==> config.mk <==
export PLATFORM = sky130hd
export DESIGN_NAME = ref_sched
export DESIGN_NICKNAME = d
export VERILOG_FILES = /design/src/rtl/ref_pkg.sv /design/src/rtl/ref_tick.sv /design/src/rtl/ref_pend.sv /design/src/rtl/ref_seq.sv /design/src/rtl/ref_sched.sv
export SDC_FILE = /design/constraint.sdc
export NUM_CORES = 1
export LEC_CHECK = 0
export BUFFER_PORTS_ARGS = -buffer_cell sky130_fd_sc_hd__buf_4
export CAP_MARGIN = 5
export CORE_MARGIN = 5
export CORE_UTILIZATION = 45
export DETAILED_ROUTE_END_ITERATION = 10
export GPL_TIMING_DRIVEN = 0
export HOLD_SLACK_MARGIN = 0.15
export PLACE_DENSITY = 0.68
export REMOVE_ABC_BUFFERS = 1
export SETUP_SLACK_MARGIN = 0.5
export SLEW_MARGIN = 40
export SYNTH_ARGS = -nofsm -noshare
export SYNTH_HDL_FRONTEND = slang
export SYNTH_SLANG_ARGS = --single-unit
==> constraint.sdc <==
create_clock -name clk -period 6.5 [get_ports clk]
set_input_delay 1.3 -clock clk [delete_from_list [all_inputs] [get_ports clk]]
set_output_delay 1.3 -clock clk [all_outputs]
set_load 0.01 [all_outputs]
==> src/rtl/ref_pkg.sv <==
`timescale 1ns/1ps
package ref_pkg;

    typedef enum logic [1:0] {
        CMD_NOP = 2'b00,
        CMD_PRE = 2'b01,
        CMD_REF = 2'b10
    } cmd_e;

    typedef enum logic [2:0] {
        ST_IDLE,
        ST_PRE,
        ST_RP,
        ST_REF,
        ST_RFC
    } seq_e;

    typedef struct packed {
        cmd_e op;
        logic a10;
    } bus_t;

    function automatic int max2(int a, int b);
        return (a > b) ? a : b;
    endfunction

    function automatic bus_t bus_for(seq_e s);
        bus_t b;
        b.op  = CMD_NOP;
        b.a10 = 1'b0;
        case (s)
            ST_PRE: begin
                b.op  = CMD_PRE;
                b.a10 = 1'b1;
            end
            ST_REF:  b.op = CMD_REF;
            default: b.op = CMD_NOP;
        endcase
        return b;
    endfunction

endpackage

==> src/rtl/ref_tick.sv <==
`timescale 1ns/1ps
module ref_tick
    import ref_pkg::*;
#(
    parameter int NORM = 1950,
    parameter int HOT  = 975
) (
    input  logic clk,
    input  logic rst,
    input  logic hot_i,
    output logic tick_o
);
    localparam int W = $clog2(max2(NORM, HOT) + 1);

    logic [W-1:0] cnt;
    logic [W-1:0] reload;

    assign reload = hot_i ? W'(HOT - 1) : W'(NORM - 1);
    assign tick_o = (cnt == '0);

    always_ff @(posedge clk) begin
        if (rst)
            cnt <= W'(NORM - 1);
        else if (cnt == '0)
            cnt <= reload;
        else
            cnt <= cnt - 1'b1;
    end

    AST_TICK_SINGLE: assert property (@(posedge clk) disable iff (rst)
        tick_o |=> !tick_o);
endmodule

==> src/rtl/ref_pend.sv <==
`timescale 1ns/1ps
module ref_pend #(
    parameter int MAXP = 8
) (
    input  logic clk,
    input  logic rst,
    input  logic inc_i,
    input  logic dec_i,
    output logic nz_o,
    output logic full_o
);
    localparam int PW = $clog2(MAXP + 1);

    logic [PW-1:0] cnt;

    always_ff @(posedge clk) begin
        if (rst) begin
            cnt <= '0;
        end else begin
            case ({inc_i, dec_i})
                2'b10:   if (cnt != PW'(MAXP)) cnt <= cnt + 1'b1;
                2'b01:   cnt <= cnt - 1'b1;
                default: cnt <= cnt;
            endcase
        end
    end

    assign nz_o   = (cnt != '0);
    assign full_o = (cnt == PW'(MAXP));

    AST_PEND_BOUND: assert property (@(posedge clk) disable iff (rst)
        int'(cnt) <= MAXP);
    AST_NO_UNDERFLOW: assert property (@(posedge clk) disable iff (rst)
        dec_i |-> (cnt != '0));
endmodule

==> src/rtl/ref_seq.sv <==
`timescale 1ns/1ps
module ref_seq
    import ref_pkg::*;
#(
    parameter int TRP  = 4,
    parameter int TRFC = 32
) (
    input  logic clk,
    input  logic rst,
    input  logic owed_i,
    input  logic gnt_i,
    input  logic bank_open_i,
    output bus_t bus_o,
    output logic busy_o,
    output logic done_o
);
    localparam int SMAX = max2(TRP, TRFC);
    localparam int WW   = $clog2(SMAX + 1);

    seq_e          st;
    logic [WW-1:0] wcnt;
    logic          start;

    assign start  = (st == ST_IDLE) && gnt_i && owed_i;
    assign bus_o  = bus_for(st);
    assign busy_o = (st != ST_IDLE);
    assign done_o = (st == ST_RFC) && (wcnt == WW'(1));

    always_ff @(posedge clk) begin
        if (rst) begin
            st   <= ST_IDLE;
            wcnt <= '0;
        end else begin
            case (st)
                ST_IDLE: if (start) st <= bank_open_i ? ST_PRE : ST_REF;
                ST_PRE: begin
                    st   <= ST_RP;
                    wcnt <= WW'(TRP - 1);
                end
                ST_RP: begin
                    if (wcnt == WW'(1)) st <= ST_REF;
                    else                wcnt <= wcnt - 1'b1;
                end
                ST_REF: begin
                    st   <= ST_RFC;
                    wcnt <= WW'(TRFC - 1);
                end
                ST_RFC: begin
                    if (wcnt == WW'(1)) st <= ST_IDLE;
                    else                wcnt <= wcnt - 1'b1;
                end
                default: st <= ST_IDLE;
            endcase
        end
    end

    // spacing monitors for the timing assertions
    logic [WW:0] since_ref;
    logic [WW:0] since_pre;

    always_ff @(posedge clk) begin
        if (rst) begin
            since_ref <= (WW+1)'(SMAX);
            since_pre <= (WW+1)'(SMAX);
        end else begin
            if (bus_o.op == CMD_REF)              since_ref <= (WW+1)'(1);
            else if (int'(since_ref) < SMAX)      since_ref <= since_ref + 1'b1;
            if (bus_o.op == CMD_PRE)              since_pre <= (WW+1)'(1);
            else if (int'(since_pre) < SMAX)      since_pre <= since_pre + 1'b1;
        end
    end

    AST_RFC_QUIET: assert property (@(posedge clk) disable iff (rst)
        (bus_o.op != CMD_NOP) |-> (int'(since_ref) >= TRFC));
    AST_RP_GAP: assert property (@(posedge clk) disable iff (rst)
        (bus_o.op == CMD_REF) |-> (int'(since_pre) >= TRP));
    AST_DONE_PULSE: assert property (@(posedge clk) disable iff (rst)
        done_o |=> !done_o);
endmodule

==> src/rtl/ref_sched.sv <==
`timescale 1ns/1ps
module ref_sched
    import ref_pkg::*;
#(
    parameter int TREFI_NORM = 1950,
    parameter int TREFI_HOT  = 975,
    parameter int T_RP       = 4,
    parameter int T_RFC      = 32,
    parameter int MAX_PEND   = 8
) (
    input  logic       clk,
    input  logic       rst,
    input  logic       hot_i,
    input  logic       bank_open_i,
    input  logic       gnt_i,
    output logic       req_o,
    output logic       urgent_o,
    output logic       busy_o,
    output logic       done_o,
    output logic [1:0] cmd_o,
    output logic       a10_o,
    output logic       cke_o
);
    logic tick;
    bus_t bus;

    ref_tick #(.NORM(TREFI_NORM), .HOT(TREFI_HOT)) u_tick (
        .clk    (clk),
        .rst    (rst),
        .hot_i  (hot_i),
        .tick_o (tick)
    );

    ref_pend #(.MAXP(MAX_PEND)) u_pend (
        .clk    (clk),
        .rst    (rst),
        .inc_i  (tick),
        .dec_i  (done_o),
        .nz_o   (req_o),
        .full_o (urgent_o)
    );

    ref_seq #(.TRP(T_RP), .TRFC(T_RFC)) u_seq (
        .clk         (clk),
        .rst         (rst),
        .owed_i      (req_o),
        .gnt_i       (gnt_i),
        .bank_open_i (bank_open_i),
        .bus_o       (bus),
        .busy_o      (busy_o),
        .done_o      (done_o)
    );

    assign cmd_o = bus.op;
    assign a10_o = bus.a10;
    assign cke_o = 1'b1;

    AST_URGENT_REQ: assert property (@(posedge clk) disable iff (rst)
        urgent_o |-> req_o);
endmodule

==> results by group <==
Outcome
  – Status: finished, final reports clean

STA
  – Clock Skew: ~3.2 ps
  – Final period util: 48.1%
  – Max Fclk: 0.320 GHz
  – Final setup fails: 0
  – Max Slew Vio Count: 0
  – RSZ-0062 raised after global routing: no
  – Minimum clock period: between 3000 and 4000 ps
  – Slew @ Worst Pin: 690 ps
  – Relative slew slack: between 50% and 60%
  – Final Hold Fails: 0
  – Setup TNS: 0 ps

Yosys
  – Synth area leaders: dfxtp_1 36%, nor3_1 5.6%, xnor2_1 4.6%, a21oi_1 4.5%, nor2_1 3.9%
  – Ys async rst share: 0%
  – Post-synth EDFFs: 0
  – Post-Syn Area: 1340 um^2
  – Synth cell types: 42
  – FF+latch count, synth: 24
  – Ys Warns: 0
  – Avg Cell Area, Syn: between 8 and 9 um^2
  – Mapped Cells: 166
  – Top-area cell type share of the netlist area: 35.9%
  – Register area share after synthesis: ~36%
  – Cell taking the most area after synthesis: dfxtp_1
  – Dominant synthesized flop cell: dfxtp_1

CTS
  – Clock sinks: 24
  – Root Driver: clkbuf_4
  – Maximum clock path buffer count: 2
  – CTS tree: built
  – Clk pin slew, worst setup/hold paths: ~140 ps
  – Cts hold-fix bufs: 0
  – Clock Latency Late Sink: 310 ps
  – H-tree depth: 1
  – CTS buffer count: 3
  – Setup repair bufs after CTS: 0
  – Post-CTS sizing: 0

Pwr
  – P_sw: 54.3 uW
  – Sequential power share: a little under three fifths
  – Total power: between 200 and 300 uW
  – Worst vdd ir: 0.000120 V
  – Pleak: roughly 0.54 nW
  – Clock power frac: between 30% and 40%
  – Combinational share of power: under 10%
  – Cell Pwr Density: around 190 nW/um^2
  – Switching portion of total power: 20.0%
  – Internal Power: 218 uW

Flow run
  – Max Cap Viol: 0

Layout
  – Most common cell after layout, fill and taps aside: dfxtp_1
  – Synth-to-layout area growth: 9.24%
  – # diodes: 0
  – Share of post-route cells with drive strength above 1: 13.1%
  – Commonest non-fill, non-tap cells in the layout: 24 x dfxtp_1, 15 x nor3_1, 14 x nor2_1, 12 x nand2_1, 12 x a21oi_1
  – Layout net count: 178

Die
  – Core Area: 2810 um^2
  – Die footprint: roughly 4200 um^2
  – Io pins: 13
  – Row cnt: 19
  – Die height: about 65 um
  – Starting Density: between 40% and 50%
  – Die width: between 60 and 70 um

Worst setup path
  – CP required: 5200 ps
  – Crit path launch type: flip-flop
  – Worst Path Arrival: around 1800 ps
  – CP endpoint kind: output pin
  – Setup Crit Path Kind: flip-flop to output pin
  – Critical path peak fanout: 13

Route
  – Vias/cell: slightly below 6
  – Drt wl/cell: ~14 um
  – Vias: between 1000 and 1500
  – DR iter-0 viols: between 80 and 90
  – Post-route ant nets: 0
  – Total Routed Length: approximately 2.7 mm
  – DR DRC count: 0
  – First drt pass iteration count: 6

GRT
  – Vias in the first global route: 1075
  – Initial antenna violation count: 0
  – Largest net degree at the start of global routing: 23
  – Gr usage total: 13.7%
  – GRT overflow: 0
  – Wire length of the first global-routing pass: between 4 and 5 mm

Placement
  – Port Buf Inserts: 11
  – HPWL after detailed placement: between 1.5 and 2 mm
  – GPL Wtd Cong: 0.842

Worst hold path
  – Hold/Removal Path Class: flip-flop to flip-flop
metrics by stage:
stage               instance area (um^2)  hold WS (ps)  worst slack, ps  util, %  std cells
floorplan                           1280           470             3740        -        153
global placement                    1410           487             3590     50.1        195
CTS                                 1460           544             3380     52.0        199
finish                              1460           536             3370     52.2        199
detailed placement                  1410           517             3520     50.1        195
global route                        1460           571             3250     52.2        199
path summary, 6_finish.rpt:
| check | end | start | slack (ps) | cells after the start |
|---|---|---|---|---|
| setup / recovery | cmd_o[1] | u_seq.st[0] | 3370 | 3 |
| hold / removal | u_tick.cnt[8] | u_tick.cnt[8] | 540 | 2 |
| setup reg to reg | u_pend.cnt[2] | u_tick.cnt[0] | 3480 | 10 |
| hold reg to reg | u_tick.cnt[8] | u_tick.cnt[8] | 540 | 2 |
cells by family (layout without fill, tap and decap cells):
logic type | after synthesis | in the layout | synth area share (%)
XOR/XNOR | 10 | 10 | 6.54
other | 1 | 1 | 0.280
multiplexers | 3 | 3 | 2.43
adder cells (fa/ha/maj) | 4 | 4 | 3.73
AND/OR/NAND/NOR | 73 | 73 | 29.9
flip-flops | 24 | 24 | 35.9
AO/OA/AOI/OAI | 33 | 33 | 15.7
buffers and inverters | 18 | 20 | 5.60
sequential cells by signal (all words and copies together) (netlist names):
signal,count
u_seq.st,3
u_pend.cnt,4
u_seq.wcnt,6
u_tick.cnt,11
layout make-up:
cell class	count	area (um^2)
inverter	5	18.8
clock inverter	1	30.0
tap	31	38.8
sequential	24	480
multi-input combinational	124	791
timing repair buffer	11	82.6
clock buffer	3	22.5
fill	266	1340
power by group through the flow:
stage | combinational (mW) | sequential (mW) | clock [mW]
global placement | 0.0120 | 0.154 | 0
global route | 0.0143 | 0.152 | 0.116
finish | 0.0125 | 0.151 | 0.108
detailed placement | 0.0127 | 0.155 | 0
floorplan | 0.00723 | 0.154 | 0
CTS | 0.0127 | 0.151 | 0.111
Yosys cell counts, types with 2 or more instances:
library cell	number
a211oi_1	4
a21oi_1	12
a31oi_1	6
a41oi_1	2
and2_1	2
buf_2	3
clkbuf_1	9
dfxtp_1	24
ha_1	4
inv_1	5
nand2_1	12
nand2b_1	2
nand3_1	2
nor2_1	14
nor2b_1	8
nor3_1	15
nor3b_1	2
nor4b_1	2
o21ai_0	3
or3_1	4
or4_1	2
xnor2_1	7
xor2_1	3
metal layers:
layer | vias to the layer above | track usage [%] | routed length, um
met5 | - | 0 | 0
met4 | 0 | 4.49 | 51
met3 | 10 | 2.07 | 130
met2 | 38 | 23.1 | 1230
met1 | 541 | 18.1 | 1300
li1 | 594 | - | -
critical path: stages (launching register included):
cell,delay [ps]
dfxtp_1,590
nor2b_1,550
and2_1,240
buf_4,130
(Power assumes the default switching activity.)
